File: config.mk
export PLATFORM = sky130hd
export DESIGN_NAME = gpio_irq_ctrl
export DESIGN_NICKNAME = d
export VERILOG_FILES = /design/src/rtl/gpio_irq_pkg.sv /design/src/rtl/gpio_sync.sv /design/src/rtl/gpio_pin_evt.sv /design/src/rtl/gpio_pad_mux.sv /design/src/rtl/gpio_irq_ctrl.sv
export SDC_FILE = /design/constraint.sdc
export NUM_CORES = 1
export LEC_CHECK = 0
export BUFFER_PORTS_ARGS = -buffer_cell sky130_fd_sc_hd__buf_2
export CORE_MARGIN = 8
export CORE_UTILIZATION = 50
export CTS_BUF_LIST = sky130_fd_sc_hd__clkbuf_4 sky130_fd_sc_hd__clkbuf_8
export CTS_CLUSTER_SIZE = 12
export DETAILED_ROUTE_END_ITERATION = 6
export PLACE_DENSITY = 0.77
export REMOVE_ABC_BUFFERS = 1
export SYNTH_ARGS = -nofsm -noshare
export SYNTH_HDL_FRONTEND = slang
export SYNTH_SLANG_ARGS = --single-unit
File: constraint.sdc
create_clock -name clk -period 1.8 [get_ports clk]
set_input_delay 0.18 -clock clk [delete_from_list [all_inputs] [get_ports clk]]
set_output_delay 0.18 -clock clk [all_outputs]
set_load 0.05 [all_outputs]
File: src/rtl/gpio_irq_pkg.sv
package gpio_irq_pkg;

   // word offsets on the register bus
   localparam int OFS_OUT     = 0;
   localparam int OFS_OUT_SET = 1;
   localparam int OFS_OUT_CLR = 2;
   localparam int OFS_OE      = 3;
   localparam int OFS_OE_SET  = 4;
   localparam int OFS_OE_CLR  = 5;
   localparam int OFS_LEVEL   = 6;
   localparam int OFS_ST      = 7;
   localparam int OFS_ST_SET  = 8;
   localparam int OFS_ST_CLR  = 9;
   localparam int OFS_CFG0    = 10;

   // event type codes
   localparam logic [2:0] TRIG_NONE = 3'd0;
   localparam logic [2:0] TRIG_RISE = 3'd1;
   localparam logic [2:0] TRIG_FALL = 3'd2;
   localparam logic [2:0] TRIG_BOTH = 3'd3;
   localparam logic [2:0] TRIG_LOW  = 3'd4;
   localparam logic [2:0] TRIG_HIGH = 3'd5;

   // configuration field positions
   localparam int CF_SRC  = 0;
   localparam int CF_OD   = 2;
   localparam int CF_TRIG = 7;
   localparam int CF_WAKE = 10;

   typedef struct packed {
      logic       wake_en;
      logic [2:0] trig;
      logic       open_drain;
      logic       use_sd;
   } pin_cfg_t;

   function automatic pin_cfg_t cfg_from_word(input logic [31:0] w);
      pin_cfg_t c;
      c.wake_en    = w[CF_WAKE];
      c.trig       = w[CF_TRIG+2:CF_TRIG];
      c.open_drain = w[CF_OD];
      c.use_sd     = w[CF_SRC];
      return c;
   endfunction

   function automatic logic [31:0] cfg_to_word(input pin_cfg_t c);
      logic [31:0] w;
      w = '0;
      w[CF_WAKE]            = c.wake_en;
      w[CF_TRIG+2:CF_TRIG]  = c.trig;
      w[CF_OD]              = c.open_drain;
      w[CF_SRC]             = c.use_sd;
      return w;
   endfunction

endpackage

File: src/rtl/gpio_sync.sv
module gpio_sync #(
   parameter int W      = 16,
   parameter int STAGES = 2
) (
   input  logic         clk,
   input  logic         rst_n,
   input  logic [W-1:0] d,
   output logic [W-1:0] q
);
   generate
      if (STAGES < 2) begin : g_bad_stages
         $error("gpio_sync: STAGES must be at least 2");
      end
      if (W < 1) begin : g_bad_width
         $error("gpio_sync: W must be positive");
      end
   endgenerate

   logic [W-1:0] stg_q [STAGES];

   always_ff @(posedge clk) begin
      if (!rst_n) begin
         for (int k = 0; k < STAGES; k++) stg_q[k] <= '0;
      end else begin
         stg_q[0] <= d;
         for (int k = 1; k < STAGES; k++) stg_q[k] <= stg_q[k-1];
      end
   end

   assign q = stg_q[STAGES-1];
endmodule

File: src/rtl/gpio_pin_evt.sv
module gpio_pin_evt
   import gpio_irq_pkg::*;
(
   input  logic       clk,
   input  logic       rst_n,
   input  logic       cur,
   input  logic [2:0] trig,
   output logic       hit,
   output logic       lvl_met
);
   logic prev_q;
   logic rise, fall;

   always_ff @(posedge clk) begin
      if (!rst_n) prev_q <= 1'b0;
      else        prev_q <= cur;
   end

   assign rise = cur & ~prev_q;
   assign fall = ~cur & prev_q;

   always_comb begin
      case (trig)
         TRIG_RISE: hit = rise;
         TRIG_FALL: hit = fall;
         TRIG_BOTH: hit = rise | fall;
         TRIG_LOW:  hit = ~cur;
         TRIG_HIGH: hit = cur;
         default:   hit = 1'b0;
      endcase
   end

   assign lvl_met = ((trig == TRIG_LOW) & ~cur) | ((trig == TRIG_HIGH) & cur);

   // a synchronized rising transition under a rising type must fire
   p_edge_seen_r5: assert property (@(posedge clk) disable iff (!rst_n)
      (trig == TRIG_RISE && cur && !$past(cur)) |-> hit);

endmodule

File: src/rtl/gpio_pad_mux.sv
module gpio_pad_mux
   import gpio_irq_pkg::*;
#(
   parameter bit OD_EN = 1'b1
) (
   input  logic     data,
   input  logic     oe,
   input  logic     sd,
   input  pin_cfg_t cfg,
   output logic     pad_o,
   output logic     pad_oe
);
   logic val;

   assign val = cfg.use_sd ? sd : data;

   generate
      if (OD_EN) begin : g_od
         assign pad_oe = oe & ~(cfg.open_drain & val);
         assign pad_o  = val & ~cfg.open_drain;

         // an open-drain pin holding a 1 must be released
         always_comb begin
            if (cfg.open_drain && val) begin
               p_od_release_r10: assert (!pad_oe);
            end
         end
      end else begin : g_push_pull
         assign pad_oe = oe;
         assign pad_o  = val;
      end
   endgenerate
endmodule

File: src/rtl/gpio_irq_ctrl.sv
module gpio_irq_ctrl
   import gpio_irq_pkg::*;
#(
   parameter int NPIN        = 16,
   parameter int DW          = 32,
   parameter int AW          = 5,
   parameter int SYNC_STAGES = 2,
   parameter bit OD_EN       = 1'b1
) (
   input  logic            clk,
   input  logic            rst_n,
   input  logic            bus_wr,
   input  logic [AW-1:0]   bus_addr,
   input  logic [DW-1:0]   bus_wdata,
   output logic [DW-1:0]   bus_rdata,
   input  logic [NPIN-1:0] pin_in,
   input  logic            sd_bit,
   output logic [NPIN-1:0] pin_out,
   output logic [NPIN-1:0] pin_oe,
   output logic            irq,
   output logic            wake
);
   localparam int HI_LO    = 16;
   localparam int HI_W     = DW - HI_LO;
   localparam int CFG_LAST = OFS_CFG0 + NPIN - 1;

   generate
      if (NPIN < 1 || NPIN > 16) begin : g_bad_npin
         $error("gpio_irq_ctrl: NPIN must be 1..16");
      end
      if (DW < 32) begin : g_bad_dw
         $error("gpio_irq_ctrl: DW must be at least 32");
      end
      if ((1 << AW) <= CFG_LAST) begin : g_bad_aw
         $error("gpio_irq_ctrl: AW too small for the register map");
      end
   endgenerate

   logic [NPIN-1:0] out_q, oe_q, st_q, st_d;
   logic [HI_W-1:0] out_hi_q, oe_hi_q;
   pin_cfg_t        cfg_q [NPIN];
   logic [NPIN-1:0] s_pin, hit, lvl, wk;
   logic [NPIN-1:0] wlo;

   assign wlo = bus_wdata[NPIN-1:0];

   function automatic logic sel(input logic [AW-1:0] a, input int ofs);
      return a == AW'(ofs);
   endfunction

   // ---------------- input synchronizer ----------------
   gpio_sync #(.W(NPIN), .STAGES(SYNC_STAGES)) u_sync (
      .clk   (clk),
      .rst_n (rst_n),
      .d     (pin_in),
      .q     (s_pin)
   );

   // ---------------- output value / enable ----------------
   always_ff @(posedge clk) begin
      if (!rst_n) begin
         out_q    <= '0;
         out_hi_q <= '0;
      end else if (bus_wr) begin
         if (sel(bus_addr, OFS_OUT)) begin
            out_q    <= wlo;
            out_hi_q <= bus_wdata[DW-1:HI_LO];
         end else if (sel(bus_addr, OFS_OUT_SET)) begin
            out_q <= out_q | wlo;
         end else if (sel(bus_addr, OFS_OUT_CLR)) begin
            out_q <= out_q & ~wlo;
         end
      end
   end

   always_ff @(posedge clk) begin
      if (!rst_n) begin
         oe_q    <= '0;
         oe_hi_q <= '0;
      end else if (bus_wr) begin
         if (sel(bus_addr, OFS_OE)) begin
            oe_q    <= wlo;
            oe_hi_q <= bus_wdata[DW-1:HI_LO];
         end else if (sel(bus_addr, OFS_OE_SET)) begin
            oe_q <= oe_q | wlo;
         end else if (sel(bus_addr, OFS_OE_CLR)) begin
            oe_q <= oe_q & ~wlo;
         end
      end
   end

   // ---------------- per-pin configuration ----------------
   always_ff @(posedge clk) begin
      if (!rst_n) begin
         for (int i = 0; i < NPIN; i++) cfg_q[i] <= '0;
      end else begin
         for (int i = 0; i < NPIN; i++) begin
            if (bus_wr && sel(bus_addr, OFS_CFG0 + i))
               cfg_q[i] <= cfg_from_word(bus_wdata[31:0]);
         end
      end
   end

   // ---------------- interrupt status ----------------
   always_comb begin
      st_d = st_q;
      if (bus_wr) begin
         if (sel(bus_addr, OFS_ST))          st_d = wlo;
         else if (sel(bus_addr, OFS_ST_SET)) st_d = st_q | wlo;
         else if (sel(bus_addr, OFS_ST_CLR)) st_d = st_q & ~wlo;
      end
      st_d = st_d | hit;   // hardware events win over software
   end

   always_ff @(posedge clk) begin
      if (!rst_n) st_q <= '0;
      else        st_q <= st_d;
   end

   // ---------------- per-pin slices ----------------
   for (genvar i = 0; i < NPIN; i++) begin : g_pin
      gpio_pin_evt u_evt (
         .clk     (clk),
         .rst_n   (rst_n),
         .cur     (s_pin[i]),
         .trig    (cfg_q[i].trig),
         .hit     (hit[i]),
         .lvl_met (lvl[i])
      );

      gpio_pad_mux #(.OD_EN(OD_EN)) u_pad (
         .data   (out_q[i]),
         .oe     (oe_q[i]),
         .sd     (sd_bit),
         .cfg    (cfg_q[i]),
         .pad_o  (pin_out[i]),
         .pad_oe (pin_oe[i])
      );

      assign wk[i] = cfg_q[i].wake_en & lvl[i];

      // an unused type code leaves a clear status bit clear
      p_disabled_quiet_r8: assert property (@(posedge clk) disable iff (!rst_n)
         (!bus_wr && !st_q[i] && (cfg_q[i].trig == TRIG_NONE || cfg_q[i].trig > TRIG_HIGH))
         |=> !st_q[i]);
   end

   assign irq  = |st_q;
   assign wake = |wk;

   // ---------------- read mux ----------------
   always_comb begin
      bus_rdata = '0;
      if (sel(bus_addr, OFS_OUT)) begin
         bus_rdata[NPIN-1:0]     = out_q;
         bus_rdata[DW-1:HI_LO]   = out_hi_q;
      end else if (sel(bus_addr, OFS_OE)) begin
         bus_rdata[NPIN-1:0]     = oe_q;
         bus_rdata[DW-1:HI_LO]   = oe_hi_q;
      end else if (sel(bus_addr, OFS_LEVEL)) begin
         bus_rdata[NPIN-1:0]     = s_pin;
      end else if (sel(bus_addr, OFS_ST)) begin
         bus_rdata[NPIN-1:0]     = st_q;
      end
      for (int i = 0; i < NPIN; i++) begin
         if (sel(bus_addr, OFS_CFG0 + i)) bus_rdata[31:0] = cfg_to_word(cfg_q[i]);
      end
   end

   // ---------------- assertions ----------------
   // every detected event is recorded on the next edge
   p_hw_set_r6: assert property (@(posedge clk) disable iff (!rst_n)
      (|hit) |=> ((st_q & $past(hit)) == $past(hit)));

   // clearing through the alias takes effect where no event competes
   p_sw_clear_r7: assert property (@(posedge clk) disable iff (!rst_n)
      (bus_wr && sel(bus_addr, OFS_ST_CLR)) |=> ((st_q & $past(wlo & ~hit)) == '0));

   // a wake request needs a met level condition on some pin
   p_wake_level_r9: assert property (@(posedge clk) disable iff (!rst_n)
      wake |-> (|lvl));

endmodule

* Yosys cells after proc, flatten, opt, wreduce, memory -nomap -nowiden
Memories as Yosys holds them, arrays and structs flattened. Index checks and enable logic that the tools add are counted.
Word-level totals: bits in writable memories 128, output and inout port bits 66, register bits 96, memories kept 2
Operators by class: muxes and demuxes 131, bitwise operators 250, equal/unequal tests 105, reduce and logical (&&, ||, !) cells 25
Memories:
- cfg_q | depth 16, bits a word 6, rd ports 16, clocked after Yosys merged registers in 0, wr ports 16, RTL line gpio_irq_ctrl.sv:41 | pin_cfg_t cfg_q [NPIN];
- u_sync.stg_q | depth 2, bits a word 16, rd ports 2, clocked after Yosys merged registers in 0, wr ports 2, RTL line gpio_sync.sv:19 | logic [W-1:0] stg_q [STAGES];
Operator list (count):
- two-way mux 32 bit | 17
- two-way mux 16 bit | 16
- AND 1 bit | 128
- == test 3 x 2 -> 1 bit, second input constant | 32
- == test 3 bit, second input constant | 32
- two-way mux 6 bit | 16
- one-hot mux 1 bit (5 select lines) | 16
- two-way mux 1 bit | 66
- NOT 1 bit | 64
- OR 16 bit | 4
- == test 5 bit, second input constant | 10
- OR 1 bit | 50
- AND 16 bit | 3
- == test 3 x 1 -> 1 bit, second input constant | 16
- == test 5 x 4 -> 1 bit, second input constant | 8
- OR reduction 16 bit | 2
- == test 5 x 3 -> 1 bit, second input constant | 4
- logical AND 1 bit | 16
- NOT 16 bit | 1
- == test 5 x 2 -> 1 bit, second input constant | 2
- AND reduction 2 bit | 4
- nonzero test 3 bit | 2
- == test 5 x 1 -> 1 bit, second input constant | 1
- logical NOT 5 bit | 1

* Logic depth before layout (Yosys ltp)
depth in word-level cells 21, mapped depth 9, gate-level depth less buffers 8

* By module
From an unflattened synthesis, not the netlist that was laid out.
Second synthesis, totals: cells, all modules 1319, area total of the unflattened synthesis 12799.8 um^2
Modules (own cells, without submodules):
- gpio_irq_ctrl | seq. area each 4484.3 um^2, cells an instance 948, instances 1, area each 9001.1 um^2
- gpio_pin_evt | seq. area each 20.0 um^2, cells an instance 15, instances 16, area each 133.9 um^2
- gpio_sync | seq. area each 640.6 um^2, cells an instance 83, instances 1, area each 1016.0 um^2
- gpio_pad_mux | seq. area each 0.0 um^2, cells an instance 3, instances 16, area each 40.0 um^2

* Least setup slack after synthesis
No wires, ideal clock.
kind input to output, start input bus_addr[0], end output bus_rdata[0], arrival 2.424 ns, setup slack -0.804 ns, stages on the path 7, buffers on the path 3, cells stage by stage buf_2 -> buf_2 -> buf_2 -> nor3_1 -> o21ai_0 -> o211ai_1 -> o311ai_1
On the way: longest elaborated chain between the ends 21, elaborated cells on any way between the ends 40, those cells by class eq/ne (19); mux (20); reduce/logical (1)
RTL lines:
- from (decl) | RTL line gpio_irq_ctrl.sv:13 | input logic [AW-1:0] bus_addr,
- == test 5 x 3 -> 1 bit | RTL line gpio_irq_ctrl.sv:48 | return a == AW'(ofs);
- two-way mux 16 bit | RTL line gpio_irq_ctrl.sv:162 | end else if (sel(bus_addr, OFS_ST)) begin
- two-way mux 16 bit | RTL line gpio_irq_ctrl.sv:160 | end else if (sel(bus_addr, OFS_LEVEL)) begin
- two-way mux 16 bit | RTL line gpio_irq_ctrl.sv:157 | end else if (sel(bus_addr, OFS_OE)) begin
- two-way mux 32 bit | RTL line gpio_irq_ctrl.sv:154 | if (sel(bus_addr, OFS_OUT)) begin
- two-way mux 32 bit (15 in a row) | RTL line gpio_irq_ctrl.sv:166 | if (sel(bus_addr, OFS_CFG0 + i)) bus_rdata[31:0] = cfg_to_word(cfg_q[i]);
- two-way mux 32 bit (*) | RTL line gpio_irq_ctrl.sv:166
- to (decl) | RTL line gpio_irq_ctrl.sv:15 | output logic [DW-1:0] bus_rdata,
Mark *: on every way between the ends. The rest lies on a longest branch, timed or not.

==> impl_summary.log <==
[metrics] area enclosed by the die boundary: roughly 0.029 mm^2
[metrics] Routed WL per cell: approximately 24 um
[metrics] most common cell in the synthesized netlist: sky130_fd_sc_hd__nand2_1
[metrics] die height: 169.1 um
[metrics] detailed-router iteration count before antenna repair: 6
[metrics] count of distinct cell types in the synthesized netlist: between 70 and 80
[metrics] Clock H-tree levels: 2
[metrics] power density over cell area: just under 800 mW/mm^2
[metrics] share of power burned in the clock network: 38.8%
[metrics] via count of the first global-routing pass: 12275
[metrics] ranking of synthesized cells by instance count: 192 x sky130_fd_sc_hd__nand2_1, 144 x sky130_fd_sc_hd__a21oi_1, 143 x sky130_fd_sc_hd__nor2_1
[metrics] # nets final: ~1800
[metrics] Avg Inst Size Synth: 8.861 um^2
[metrics] Initial Util: 50.40%
[metrics] Synth warnings: 0
[metrics] HPWL reported at the end of detailed placement: approximately 34 mm
[metrics] global-route wire length before repair: just over 70 mm
[metrics] GRT Overall Usage: 32.86%
[metrics] clk root buf: sky130_fd_sc_hd__clkbuf_8
[metrics] Filler Cells Inserted: 1587
[metrics] post-detailed-routing wire length: 49.16 mm
[metrics] share of synthesized flip-flops with an asynchronous set or reset: 0%
[metrics] switch share: between 20% and 30%
[metrics] post-route minimum period: 2585 ps
[metrics] sequential cell area fraction in the yosys report: 46.45%
[metrics] clk_lat worst skew: approximately 550 ps
[metrics] pin count of the biggest net entering global routing: 39
[metrics] number of max-slew violations in the final report: 0
[metrics] internal power: 0.009603 W
[metrics] DP Worst Slack: -635.6 ps
[metrics] number of remaining DRC errors: 0
[metrics] power dissipated by switching net loads: about 0.0037 W
[metrics] slew at the pin with the worst max-slew slack: 545.2 ps
[metrics] CTS tree: built
[metrics] area of the mapped netlist: between 0.01 and 0.015 mm^2
[metrics] number of cells traversed by the worst hold path: 3
[metrics] core area: 0.02326 mm^2
[metrics] RePlAce Congestion: 1.003
[metrics] startpoint of the lowest-slack hold path: rst_n
[metrics] Final setup viols: 60
[metrics] final standard cell count with taps included and fillers excluded: 2074
[metrics] worst setup slack after layout: -785.1 ps
[metrics] number of instances in the synthesized netlist: 1323
[metrics] dominant cells by area after synthesis: sky130_fd_sc_hd__edfxtp_1 25%, sky130_fd_sc_hd__dfxtp_1 22%, sky130_fd_sc_hd__a21oi_1 6.1%, sky130_fd_sc_hd__nand2_1 6.1%, sky130_fd_sc_hd__nor2_1 4.6%
[metrics] layout cells sized above 1: 35.50%
[metrics] Yosys top cell area share: between 20% and 30%
[metrics] number of buffers added by the clock tree synthesis step: 38
[metrics] initial DRC count: roughly 1600
[metrics] normalized max-slew margin: 63.65%
[metrics] cell taking the most area after synthesis: sky130_fd_sc_hd__edfxtp_1
[metrics] status: finished, violations left
[metrics] total overflow reported by the global router: 0
[metrics] diode insertion count for antenna repair: 0
[metrics] Port Buffer Count: approximately 120
[metrics] Slowest cell on crit path: sky130_fd_sc_hd__edfxtp_1
[metrics] worst reg2reg endpoint: st_q[10]$_SDFF_PN0_
[metrics] # IOs: between 100 and 150
[metrics] hold worst-path end: u_sync.stg_q[0][7]$_SDFF_PN0_
[metrics] number of cells after detailed placement: 1918
[metrics] total number of vias: 12513
[metrics] area grow syn2layout: 46.81%
[metrics] sequential group share of total power: 43.6%
[metrics] Primary FF master, synth: sky130_fd_sc_hd__dfxtp_1
[metrics] largest fanout of any net on the critical path: 2
[metrics] clock slew at reported path FFs: roughly 60 ps
[metrics] total clock sinks: 224
[metrics] Setup crit start: cfg_q[0][47]$_SDFFCE_PN0P_
[metrics] flop-to-flop setup slack: 80 ps
[metrics] Vias/cell: 6.033
[metrics] final worst path period share: 143.6%
[metrics] Required @ worst endpoint: 1620 ps
[metrics] CP Launch Type: flip-flop
[metrics] horizontal extent of the die: 169.1 um
[metrics] CP Cell Sequence: a21oi_2, o21ai_0, a221o_1, a311o_1, a31oi_4, a21oi_2, buf_6
[metrics] violations in the final reports: negative setup slack
[metrics] Final ANT Viol Nets: 0
[metrics] worst reg2reg path startpoint: u_sync.stg_q[0][26]$_SDFF_PN0_
[metrics] endpoint type of the worst setup path: primary output
[metrics] worst min-delay path category: primary input to flip-flop
[metrics] Worst Skew: 22.96 ps
[metrics] count of endpoints failing hold in the final timing report: 0
[metrics] count of maximum capacitance violations: 0
[metrics] maximum VDD drop: 0.0007058 V
[metrics] combinational share of power: 17.6%
[metrics] r2r worst-path depth: 7
[metrics] number of core rows: 56
[metrics] count of flip-flops with a built-in enable after synthesis: 96
[metrics] Worst Path Class, Setup: flip-flop to primary output
[metrics] Leak Pwr: 7.025 nW
[metrics] unrepaired setup endpoints after global routing: true
[metrics] critical path arrival: around 2400 ps
[metrics] Crit path top cell by count: sky130_fd_sc_hd__a21oi_2
[metrics] highest attainable clock frequency: 0.3868 GHz
[metrics] Synth Register Bits: around 220
[metrics] largest buffer count on any clock path: 3
[metrics] number of antenna violations at the first check in global routing: 0
[metrics] crit-path max cell delay: about 460 ps
how the worst max path moves through the flow:
stage,endpoint,cells past startpoint
6_report,bus_rdata[10],7
2_1_floorplan,bus_rdata[10],6
3_5_place_dp,bus_rdata[9],10
3_3_place_gp,bus_rdata[8],10
4_1_cts,bus_rdata[10],7
5_1_grt,bus_rdata[10],7
layout make-up:
type | instances | area [um^2] | share of cell area, %
Clock inverter | 9 | 120.1 | 0.6979
Clock buffer | 60 | 725.7 | 4.216
Tap cell | 319 | 399.1 | 2.319
Multi-Input combinational cell | 935 | 6125 | 35.58
Sequential cell | 224 | 5459 | 31.72
Inverter | 59 | 221.5 | 1.287
Timing Repair Buffer | 468 | 4161 | 24.18
placed cells by master, fill, tap and decap left out, types with 8 or more instances in the layout:
cell type and n:
sky130_fd_sc_hd__dlygate4sd3_1 48, sky130_fd_sc_hd__edfxtp_1 96, sky130_fd_sc_hd__o21ai_1 9, sky130_fd_sc_hd__buf_2 54
sky130_fd_sc_hd__xnor2_1 9, sky130_fd_sc_hd__dfxtp_1 119, sky130_fd_sc_hd__nor2_1 141, sky130_fd_sc_hd__a21oi_1 133
sky130_fd_sc_hd__dfxtp_2 8, sky130_fd_sc_hd__a21oi_2 11, sky130_fd_sc_hd__nand3_1 14, sky130_fd_sc_hd__nand2_1 190
sky130_fd_sc_hd__a32oi_1 9, sky130_fd_sc_hd__ha_1 32, sky130_fd_sc_hd__inv_1 57, sky130_fd_sc_hd__nor3_1 15
sky130_fd_sc_hd__clkbuf_4 16, sky130_fd_sc_hd__a22o_1 17, sky130_fd_sc_hd__o21ai_0 63, sky130_fd_sc_hd__nor2b_4 11
sky130_fd_sc_hd__and2_1 35, sky130_fd_sc_hd__a22oi_1 20, sky130_fd_sc_hd__buf_12 21, sky130_fd_sc_hd__mux2i_1 34
sky130_fd_sc_hd__a21boi_2 16, sky130_fd_sc_hd__mux2_4 11, sky130_fd_sc_hd__buf_4 257, sky130_fd_sc_hd__buf_6 80
sky130_fd_sc_hd__nor2b_1 8, sky130_fd_sc_hd__clkbuf_8 44
cells by family (layout without fill, tap and decap cells):
family | Yosys count | after routing | share of synthesized area (%)
xor gates and xnor gates | 16 | 16 | 1.195
buffers and inverters | 164 | 596 | 6.724
adders and majority gates | 32 | 32 | 3.415
DFF | 224 | 224 | 46.45
AOI/OAI and AO/OA | 352 | 352 | 18.40
and+or+nand+nor | 481 | 481 | 19.02
muxes | 54 | 54 | 4.803
metrics by stage:
stage / hold slack (ps) / TNS, ps / util, % / area [um^2] / power (W)
2_1_floorplan: 301.7 / -43270 / - / 11160 / 0.006640
3_3_place_gp: 385.9 / -48280 / 61.65 / 14340 / 0.007721
3_5_place_dp: 389.8 / -52560 / 61.65 / 14340 / 0.007760
4_1_cts: 204.4 / -6816 / 71.97 / 16740 / 0.01311
5_1_grt: 201.6 / -10710 / 73.99 / 17210 / 0.01365
6_report: 224.3 / -8501 / 73.99 / 17210 / 0.01334
timing repair:
item,4_1_cts,5_1_grt
pin swaps,47,38
endpoints found under the setup margin,62,66
hold buffers,48,0
gates resized for setup,257,80
cloned,2,1
endpoints found under the hold margin,84,0
buffers inserted,30,17
critical path: cells and delay by family (launching register included):
kind,cells,cell delay [ps]
AO/OA/AOI/OAI,6,1260
flip-flops,1,460
buffers and inverters,1,160
layer usage:
layer / GRT usage [%] / share of wire (%) / vias to the layer above
li1: - / - / 5438
met1: 41.01 / 38 / 5966
met2: 52.45 / 45 / 853
met3: 6.382 / 10 / 256
met4: 19.32 / 6.8 / 0
met5: 0 / 0 / -
power groups by stage:
stage	Combinational (W)	Sequential, W	Clock [W]
finish	0.00235	0.00582	0.00517
global route	0.00245	0.00583	0.00537
CTS	0.00217	0.00579	0.00515
detailed placement	0.00189	0.00587	0
global placement	0.00185	0.00587	0
floorplan	0.000840	0.00580	0
(Power assumes the default switching activity.)
